--- src/rtl/trace_match_pkg.sv ---
package trace_match_pkg;
  localparam int NUM_FIELDS = 5;
  localparam int IDX_W      = 4;

  typedef enum logic [2:0] {
    FLD_INSN   = 3'd0,
    FLD_SRC_PC = 3'd1,
    FLD_DST_PC = 3'd2,
    FLD_ADDR   = 3'd3,
    FLD_DATA   = 3'd4
  } field_e;

  localparam logic [IDX_W-1:0] IDX_THRESH = 4'hF;
  localparam int               IDX_MASK_BIT = 3;
endpackage

--- src/rtl/tm_match_unit.sv ---
module tm_match_unit
  import trace_match_pkg::*;
#(
  parameter int W     = 32,
  parameter int CNT_W = 16
) (
  input  logic                          clk,
  input  logic                          rst_n,
  input  logic                          cfg_valid,
  input  logic                          cfg_clear,
  input  logic                          cfg_sel,
  input  logic [IDX_W-1:0]              cfg_idx,
  input  logic [W-1:0]                  cfg_wdata,
  input  logic                          rec_take,
  input  logic [NUM_FIELDS-1:0][W-1:0]  rec,
  output logic                          fire
);
  logic [NUM_FIELDS-1:0][W-1:0] val_q, msk_q;
  logic [CNT_W-1:0]             cnt_q, thr_q;
  logic [NUM_FIELDS-1:0]        fld_ok;
  logic                         hit;
  logic [CNT_W:0]               cnt_inc;

  for (genvar f = 0; f < NUM_FIELDS; f++) begin : g_cmp
    assign fld_ok[f] = ((rec[f] ^ val_q[f]) & ~msk_q[f]) == '0;
  end

  assign hit     = rec_take && (&fld_ok) && (thr_q != '0);
  assign cnt_inc = {1'b0, cnt_q} + 1'b1;
  assign fire    = hit && (cnt_inc == {1'b0, thr_q});

  logic do_clear, do_write;
  assign do_clear = cfg_valid && cfg_sel && cfg_clear;
  assign do_write = cfg_valid && cfg_sel && !cfg_clear;

  always_ff @(posedge clk or negedge rst_n) begin
    if (!rst_n) begin
      val_q <= '0;
      msk_q <= '0;
      thr_q <= '0;
    end else if (do_clear) begin
      val_q <= '0;
      msk_q <= '0;
      thr_q <= '0;
    end else if (do_write) begin
      if (cfg_idx == IDX_THRESH) begin
        thr_q <= cfg_wdata[CNT_W-1:0];
      end else begin
        for (int f = 0; f < NUM_FIELDS; f++) begin
          if (cfg_idx[2:0] == f[2:0]) begin
            if (cfg_idx[IDX_MASK_BIT]) msk_q[f] <= cfg_wdata;
            else                       val_q[f] <= cfg_wdata;
          end
        end
      end
    end
  end

  always_ff @(posedge clk or negedge rst_n) begin
    if (!rst_n)         cnt_q <= '0;
    else if (do_clear)  cnt_q <= '0;
    else if (fire)      cnt_q <= '0;
    else if (hit)       cnt_q <= cnt_inc[CNT_W-1:0];
  end

  a_r3_restart: assert property (@(posedge clk) disable iff (!rst_n)
    fire |=> (cnt_q == '0));
  a_r5_disabled: assert property (@(posedge clk) disable iff (!rst_n)
    (thr_q == '0) |-> !fire);
  a_r6_clear: assert property (@(posedge clk) disable iff (!rst_n)
    do_clear |=> (cnt_q == '0 && thr_q == '0 && msk_q == '0));
endmodule

--- src/rtl/tm_pkt_fifo.sv ---
module tm_pkt_fifo #(
  parameter int DW    = 72,
  parameter int DEPTH = 8
) (
  input  logic          clk,
  input  logic          rst_n,
  input  logic          push,
  input  logic [DW-1:0] din,
  output logic          full,
  output logic          out_valid,
  input  logic          out_ready,
  output logic [DW-1:0] dout
);
  localparam int AW = (DEPTH > 1) ? $clog2(DEPTH) : 1;
  localparam int CW = $clog2(DEPTH + 1);

  logic [DW-1:0] mem [DEPTH];
  logic [AW-1:0] wr_q, rd_q;
  logic [CW-1:0] cnt_q;
  logic          pop, do_push;

  assign full      = (cnt_q == CW'(DEPTH));
  assign out_valid = (cnt_q != '0);
  assign dout      = mem[rd_q];
  assign pop       = out_valid && out_ready;
  assign do_push   = push && !full;

  function automatic logic [AW-1:0] bump(input logic [AW-1:0] p);
    return (p == AW'(DEPTH - 1)) ? '0 : p + 1'b1;
  endfunction

  always_ff @(posedge clk or negedge rst_n) begin
    if (!rst_n) begin
      wr_q  <= '0;
      rd_q  <= '0;
      cnt_q <= '0;
    end else begin
      if (do_push) wr_q <= bump(wr_q);
      if (pop)     rd_q <= bump(rd_q);
      case ({do_push, pop})
        2'b10:   cnt_q <= cnt_q + 1'b1;
        2'b01:   cnt_q <= cnt_q - 1'b1;
        default: cnt_q <= cnt_q;
      endcase
    end
  end

  always_ff @(posedge clk) begin
    if (do_push) mem[wr_q] <= din;
  end

  a_r7_hold: assert property (@(posedge clk) disable iff (!rst_n)
    (out_valid && !out_ready) |=> (out_valid && $stable(dout)));
  a_r8_no_overflow: assert property (@(posedge clk) disable iff (!rst_n)
    cnt_q <= CW'(DEPTH));
endmodule

--- src/rtl/trace_matcher.sv ---
module trace_matcher
  import trace_match_pkg::*;
#(
  parameter int W         = 32,
  parameter int NUM_MATCH = 2,
  parameter int CNT_W     = 16,
  parameter int Q_DEPTH   = 8,
  localparam int ID_W     = (NUM_MATCH > 1) ? $clog2(NUM_MATCH) : 1
) (
  input  logic             clk,
  input  logic             rst_n,
  input  logic             cfg_valid,
  input  logic             cfg_clear,
  input  logic [ID_W-1:0]  cfg_id,
  input  logic [3:0]       cfg_idx,
  input  logic [W-1:0]     cfg_wdata,
  input  logic             trace_valid,
  output logic             trace_ready,
  input  logic [W-1:0]     tr_insn,
  input  logic [W-1:0]     tr_src_pc,
  input  logic [W-1:0]     tr_dst_pc,
  input  logic [W-1:0]     tr_addr,
  input  logic [W-1:0]     tr_data,
  output logic             pkt_valid,
  input  logic             pkt_ready,
  output logic [ID_W-1:0]  pkt_id,
  output logic [W-1:0]     pkt_addr,
  output logic [W-1:0]     pkt_data
);
  localparam int PKT_W = ID_W + 2 * W;

  logic [NUM_FIELDS-1:0][W-1:0] rec;
  logic [NUM_MATCH-1:0]         fire, pend_q, sel_oh;
  logic [ID_W-1:0]              sel_id;
  logic [W-1:0]                 paddr_q, pdata_q;
  logic                         take, push, q_full;
  logic [PKT_W-1:0]             q_in, q_out;

  assign rec[FLD_INSN]   = tr_insn;
  assign rec[FLD_SRC_PC] = tr_src_pc;
  assign rec[FLD_DST_PC] = tr_dst_pc;
  assign rec[FLD_ADDR]   = tr_addr;
  assign rec[FLD_DATA]   = tr_data;

  assign trace_ready = (pend_q == '0);
  assign take        = trace_valid && trace_ready;

  for (genvar m = 0; m < NUM_MATCH; m++) begin : g_mu
    tm_match_unit #(.W(W), .CNT_W(CNT_W)) u_mu (
      .clk       (clk),
      .rst_n     (rst_n),
      .cfg_valid (cfg_valid),
      .cfg_clear (cfg_clear),
      .cfg_sel   (cfg_id == ID_W'(m)),
      .cfg_idx   (cfg_idx),
      .cfg_wdata (cfg_wdata),
      .rec_take  (take),
      .rec       (rec),
      .fire      (fire[m])
    );
  end

  always_comb begin
    sel_oh = '0;
    sel_id = '0;
    for (int m = NUM_MATCH - 1; m >= 0; m--) begin
      if (pend_q[m]) begin
        sel_oh = '0;
        sel_oh[m] = 1'b1;
        sel_id = ID_W'(m);
      end
    end
  end

  assign push = (pend_q != '0) && !q_full;
  assign q_in = {sel_id, paddr_q, pdata_q};

  always_ff @(posedge clk or negedge rst_n) begin
    if (!rst_n) begin
      pend_q  <= '0;
      paddr_q <= '0;
      pdata_q <= '0;
    end else if (take && (fire != '0)) begin
      pend_q  <= fire;
      paddr_q <= tr_addr;
      pdata_q <= tr_data;
    end else if (push) begin
      pend_q  <= pend_q & ~sel_oh;
    end
  end

  tm_pkt_fifo #(.DW(PKT_W), .DEPTH(Q_DEPTH)) u_q (
    .clk       (clk),
    .rst_n     (rst_n),
    .push      (push),
    .din       (q_in),
    .full      (q_full),
    .out_valid (pkt_valid),
    .out_ready (pkt_ready),
    .dout      (q_out)
  );

  assign {pkt_id, pkt_addr, pkt_data} = q_out;

  a_r10_stall_after_fire: assert property (@(posedge clk) disable iff (!rst_n)
    (take && (fire != '0)) |=> !trace_ready);
  a_r8_stall_while_full: assert property (@(posedge clk) disable iff (!rst_n)
    (!trace_ready && q_full && !pkt_ready) |=> !trace_ready);
  a_r10_one_per_cycle: assert property (@(posedge clk) disable iff (!rst_n)
    $onehot0(sel_oh));
endmodule

--- config.mk ---
export PLATFORM = sky130hd
export DESIGN_NAME = trace_matcher
export DESIGN_NICKNAME = d
export VERILOG_FILES = /design/src/rtl/trace_match_pkg.sv /design/src/rtl/tm_match_unit.sv /design/src/rtl/tm_pkt_fifo.sv /design/src/rtl/trace_matcher.sv
export SDC_FILE = /design/constraint.sdc
export NUM_CORES = 2
export LEC_CHECK = 0
export CORE_MARGIN = 2
export CORE_UTILIZATION = 50
export CTS_CLUSTER_SIZE = 12
export DETAILED_ROUTE_END_ITERATION = 6
export DONT_BUFFER_PORTS = 1
export GPL_ROUTABILITY_DRIVEN = 0
export PLACE_DENSITY = 0.71
export REMOVE_ABC_BUFFERS = 1
export SLEW_MARGIN = 15
export SYNTH_ARGS = -nofsm -noshare
export SYNTH_HDL_FRONTEND = slang
export SYNTH_SLANG_ARGS = --single-unit
--- constraint.sdc ---
create_clock -name clk -period 7.8 [get_ports clk]
set_clock_uncertainty 0.2 [all_clocks]
set_input_delay 1.17 -clock clk [delete_from_list [all_inputs] [get_ports clk]]
set_output_delay 1.17 -clock clk [all_outputs]
set_load 0.01 [all_outputs]
Word-level counts from Yosys, hierarchy flattened
Memory sizes are Yosys's and may differ from the RTL's.
Cells that the tools add are included.
{"block": "classes", "n_addsub": 6, "eq_ne": 16, "bitwise": 33, "reduce_logical": 80, "mux": 44}
{"operator": "160-bit 2-to-1 mux", "count": 10}
{"operator": "32-bit 2-to-1 mux", "count": 12}
{"operator": "32-bit bitwise AND", "count": 10}
{"operator": "32-bit zero test", "count": 10}
{"operator": "32-bit inverter", "count": 10}
{"operator": "32-bit XOR", "count": 10}
{"operator": "16-bit 2-to-1 mux", "count": 11}
{"operator": "4-bit AND reduction", "count": 20}
{"operator": "2-bit nonzero test", "count": 20}
{"operator": "16-bit by 1-bit adder with 17-bit output (second input constant)", "count": 2}
{"operator": "17-bit by 16-bit == test with 1-bit output", "count": 2}
{"operator": "16-bit nonzero test", "count": 2}
{"operator": "1-bit logical AND", "count": 17}
{"operator": "5-bit AND reduction", "count": 2}
{"operator": "3-bit == test (second input constant)", "count": 3}
{"operator": "4-bit == test (second input constant)", "count": 2}
{"operator": "2-bit 2-to-1 mux", "count": 4}
{"operator": "2-bit by 1-bit inequality test with 1-bit output (second input constant)", "count": 4}
{"operator": "4-bit one-hot mux with 2 select lines", "count": 1}
{"operator": "3-bit by 1-bit adder with 3-bit output (second input constant)", "count": 2}
{"operator": "3-bit by 2-bit == test with 1-bit output (second input constant)", "count": 2}
{"operator": "3-bit 2-to-1 mux", "count": 2}
{"operator": "3-bit nonzero test", "count": 2}
{"operator": "4-bit by 1-bit adder with 4-bit output (second input constant)", "count": 1}
{"operator": "other kinds (13)", "count": 18}
{"block": "word_totals", "in_bits": 203, "output_inout_bits": 67, "ramBits": 520, "register_bits": 780, "word_cells": 210, "n_memories": 1}
{"name": "u_q.mem", "depth": 8, "word_bits": 65, "read_ports": 1, "rd_clocked_by_memory_dff": 0, "write_ports": 1, "line": "tm_pkt_fifo.sv:17", "source": "logic [DW-1:0] mem [DEPTH];"}

Depth between registers and ports, before layout
{"block": "depth", "depth_word": 10, "mapped_depth": 12}

Hierarchy
Synthesis repeated with hierarchy kept, for this count alone.
{"block": "hier_totals", "hier_cells": 4438, "area_unflattened_um2": 55260.5}
{"mod": "tm_match_unit", "cells_each": 1734, "seq_area_each_um2": 8808.4, "area_each_um2": 16130.5, "n_inst": 2}
{"mod": "tm_pkt_fifo", "cells_each": 820, "seq_area_each_um2": 15865.2, "area_each_um2": 20180.6, "n_inst": 1}
{"mod": "trace_matcher", "cells_each": 150, "seq_area_each_um2": 1651.6, "area_each_um2": 2819.0, "n_inst": 1}

Least setup slack after synthesis
Ideal clock, no wire load.
{"block": "synth_timing", "path_type": "register to register", "start": "register pend_q[0]", "end": "memory u_q.mem[2][0] (netlist bit) (enable)", "path_stages_with_launch": 6, "path_slack_ps": 1127, "path_buffers": 1, "arrival_time_ps": 5891, "synth_period_minus_slack_ps": 6673, "cell_sequence": "dfrtp_1 > nor2_1 > a21o_1 > clkbuf_1 > or2_2 > nor3b_1"}
{"block": "synth_via", "elab_chain_cells": 5}
{"item": "from (decl)", "line": "trace_matcher.sv:33", "source": "logic [NUM_MATCH-1:0] fire, pend_q, sel_oh;"}
{"item": "from (signal assigned)", "line": "trace_matcher.sv:84", "source": "pend_q <= fire;"}
{"item": "from (signal assigned)", "line": "trace_matcher.sv:88", "source": "pend_q <= pend_q & ~sel_oh;"}
{"item": "2-bit nonzero test", "line": "trace_matcher.sv:75", "source": "assign push = (pend_q != '0) && !q_full;"}
{"item": "1-bit logical AND", "line": "trace_matcher.sv:75"}
{"item": "1-bit logical AND", "line": "tm_pkt_fifo.sv:26", "source": "assign do_push = push && !full;"}
{"item": "1-bit 2-to-1 mux", "line": "tm_pkt_fifo.sv:49", "source": "if (do_push) mem[wr_q] <= din;"}
{"item": "1-bit 2-to-1 mux (implied by the code)", "line": "tm_pkt_fifo.sv:49"}
{"item": "to (decl)", "line": "tm_pkt_fifo.sv:17"}
Every way passes these cells.

Final worst setup path
{"block": "layout_timing", "start": "input port tr_src_pc[9]", "end": "register pdata_q[3]"}
{"block": "layout_via", "elab_chain_cells": 9, "elab_cells_between_ends": 16, "classes_between": "bitwise (4); reduce/logical (12)"}
{"item": "from (decl)", "line": "trace_matcher.sv:20", "source": "input logic [W-1:0] tr_src_pc,"}
{"item": "32-bit XOR", "line": "tm_match_unit.sv:25", "source": "assign fld_ok[f] = ((rec[f] ^ val_q[f]) & ~msk_q[f]) == '0;"}
{"item": "32-bit bitwise AND", "line": "tm_match_unit.sv:25"}
{"item": "32-bit zero test", "line": "tm_match_unit.sv:25"}
{"item": "5-bit AND reduction", "line": "tm_match_unit.sv:28", "source": "assign hit = rec_take && (&fld_ok) && (thr_q != '0);"}
{"item": "1-bit logical AND (2 in a row)", "line": "tm_match_unit.sv:28"}
{"item": "1-bit logical AND", "line": "tm_match_unit.sv:30", "source": "assign fire = hit && (cnt_inc == {1'b0, thr_q});"}
{"item": "2-bit nonzero test *", "line": "trace_matcher.sv:83", "source": "end else if (take && (fire != '0)) begin"}
{"item": "1-bit logical AND *", "line": "trace_matcher.sv:83"}
{"item": "to (signal assigned)", "line": "trace_matcher.sv:86", "source": "pdata_q <= tr_data;"}
{"item": "to (decl)", "line": "trace_matcher.sv:35", "source": "logic [W-1:0] paddr_q, pdata_q;"}
Every way passes the cells marked *; elsewhere a longest branch is shown, timed or not.
A chain may end at the register's enable or synchronous reset.

==> results.yml <==
outcome:
  status: "complete, but fails checks"
  violations: "DRC"
clock_tree:
  htree_levels: 4
  cts_buffers: 135
  clk_pin_slew_ns: 0.06
  root_buffer: "clkbuf_16"
  cts-resized-gates: 0
  clock_path_buffers: 3
  cts_num_sinks: 1300
  clock_latency_ns: 0.76
  cts_tree: "built"
global_routing:
  antenna_found_initial: 30
  grt-ovfl-total: 0
  grt_pass1_vias: 35550
  grt_pass1_wl_mm: 255.1
  grt_util_all_layers_pct: 32.00
  grt_max_degree: 633
placed_design:
  port_buffers: 0
  post-place-cells: 5655
  hpwlAfterDp_mm: 119.4
setup_path:
  cp-endpoint: "pdata_q[3]"
  r2r_slack_ns: 3.06
  cp-end-kind: "register"
  critPathRequiredTime_ns: 8.21
  cp-startpoint: "tr_src_pc[9]"
  reg2reg_depth: 9
  r2r_start: "g_mu[0].u_mu.val_q[41]"
  cp-start-kind: "primary input"
  worstPathArrival_ns: 5.16
  worstReg2RegEnd: "pdata_q[3]"
  crit_type: "primary input to register"
  cp_max_fo: 43
synthesis:
  netlist_instances: 4437
  async_flop_share_pct: 60.00
  yosysWarnings: 0
  avgSynthCellArea_um2: 12.35
  yosysSeqAreaShare_pct: 64.12
  synth_edf_count: 520
  synth_ff_type: "dfrtp_1"
  synth_cell_types: 65
  synth_area_mm2: 0.05479
  ys_ff_latch: 1300
route:
  viasPerCell: 6.296
  via_count: 37270
  dr.first_iter.drc_count: 4897
  ant_nets: 0
  drcViolationCount: 1
  wire_per_inst_um: 30.23
  drt_first_pass_iters: 7
  wl_mm: 178.9
die:
  die_h_um: 335.0
  start_util_pct: 50.41
  ios: 270
  num_rows: 121
  core-area_mm2: 0.1087
  chipWidth_um: 335.0
  dieArea_mm2: 0.1122
sta:
  worst_pin_slew_ns: 1.327
  setup_tns_ns: 0
  finalSetupViolCount: 0
  layout_min_cycle_time_ns: 4.756
  holdWs_ns: 0.07502
  hold_viol: 0
  maxSlewViolCount: 0
  grt_setup_unrepaired: "false"
  post-route-period-util_pct: 60.97
  slew_headroom_pct: 10.73
  fmax_mhz: 210.3
pwr:
  p_total_w: 0.01815
  leakage_nw: 22.12
  vdd_drop_max_mv: 0.2420
  cellPowerDensity_mw_per_mm2: 299.9
finish:
  fin_cells: 5919
  drive_above_1_share_pct: 10.69
  final_nets: 4599
  layout_common_cells: "nand2_1, dfrtp_1, o21ai_0"
  layout_commonest_cell: "nand2_1"
  fill_cells: 8865
  syn2layout_area_growth_pct: 10.48
run:
  cap_violations: 0
worst_hold_path:
  hold_class: "primary input to asynchronous set/reset pin"
==> layer usage <==
metal	up-vias	wire length, um	part of all wire [%]	GRT usage [%]
met4	14	11130	6.2	18.08
met5	-	99	0.055	0
met2	2094	78390	44	46.80
li1	15980	-	-	-
met1	18700	66880	37	41.41
met3	479	22410	13	11.61
==> sequential cells by signal, indices dropped and copies added (netlist names) <==
register         cells
pdata_q             32
u_q.rd_q             3
u_q.mem            520
g_mu.u_mu.cnt_q     32
paddr_q             32
g_mu.u_mu.msk_q    320
pend_q               2
u_q.cnt_q            4
g_mu.u_mu.thr_q     32
g_mu.u_mu.val_q    320
u_q.wr_q             3
==> power by group <==
part | leakage [nW] | switching (W) | internal [W] | total (W)
registers | 13.6 | 0.000733 | 0.00790 | 0.00863
clock network | 2.01 | 0.00270 | 0.00344 | 0.00614
logic | 6.50 | 0.00212 | 0.00126 | 0.00338
==> worst max-delay path, stage by stage <==
cell and delay, ns:
xnor2_1 0.49, nor2_1 0.07, nor4_1 0.27, nand4_1 0.28
nor4_1 1.16, nand2_1 0.30, o22ai_4 0.25, buf_4 0.62
mux2_1 0.42
==> worst min path at each step <==
stage                              endpoint  slack, ns
floorplan           g_mu[0].u_mu.msk_q[110]       0.25
global placement     g_mu[0].u_mu.msk_q[64]       0.26
detailed placement  g_mu[1].u_mu.msk_q[153]       0.27
CTS                 g_mu[1].u_mu.val_q[116]      0.004
global route        g_mu[1].u_mu.val_q[116]       0.08
finish               g_mu[0].u_mu.val_q[34]       0.08
==> kinds of logic after synthesis <==
kind of cell / synth area share (%)
buffers and inverters: 1.841
AND/OR/NAND/NOR: 9.931
adder cells (fa/ha/maj): 0.2421
multiplexers: 8.127
flip-flops: 64.12
AO/OA/AOI/OAI: 10.03
XOR/XNOR: 5.707
==> layout make-up <==
class | count | area (um^2) | area share [%]
flip-flops and latches | 1300 | 35150 | 58.06
multi-input cells | 2883 | 18800 | 31.05
clock buffers | 212 | 3840 | 6.343
well taps | 1414 | 1769 | 2.923
repair buffers | 49 | 568.0 | 0.9383
clock inverters | 29 | 316.6 | 0.5229
inverters | 17 | 63.81 | 0.1054
diodes | 15 | 37.54 | 0.06201
==> repair_timing <==
action,4_1_cts,5_1_grt
hold endpoints to repair,96,50
buffers inserted,0,0
hold buffers,4,1
==> stage by stage <==
step	area (um^2)	setup WS [ns]	util [%]
2_1_floorplan	53850	0.4214	-
3_3_place_gp	56140	2.598	51.65
3_5_place_dp	56140	2.478	51.65
4_1_cts	60370	3.163	55.54
5_1_grt	60500	3.010	55.66
6_report	60540	3.044	55.69
==> synth_stat cells (3+ instances only) <==
library cell    n  area share (%)
mux2_2         71             1.5
a2bb2oi_1       8            0.13
o21a_1          3           0.041
nand4_1        35            0.40
or4b_2          3           0.055
nor3b_1         6           0.082
and4_1          5           0.080
or4_1          18            0.25
a31oi_1         8           0.091
a311oi_1        4           0.064
nor2b_1         4           0.046
nand3_1        19            0.17
clkbuf_1      212             1.5
a21o_1         20            0.27
a2111oi_0      16            0.26
nor2_1        130            0.89
nor3_1         48            0.44
ha_1            9            0.21
buf_2           4           0.037
xor2_1         18            0.29
mux2i_1         5           0.091
or2_2           8           0.091
nor4_1         95             1.1
and2_1          3           0.034
or3_1          10            0.11
mux4_2        130             5.3
edfxtp_1      520              28
o22ai_1       207             2.4
o21ai_0       695             6.3
mux2_1         60             1.2
xnor2_1       339             5.4
inv_1          17            0.12
buf_1          13           0.089
nand3b_1        5           0.069
nand2b_1       15            0.17
dfrtp_1       780              36
buf_6           6            0.12
a21oi_1        19            0.17
nand2_1       833             5.7
and3_1          5           0.057
(Power assumes the default switching activity.)
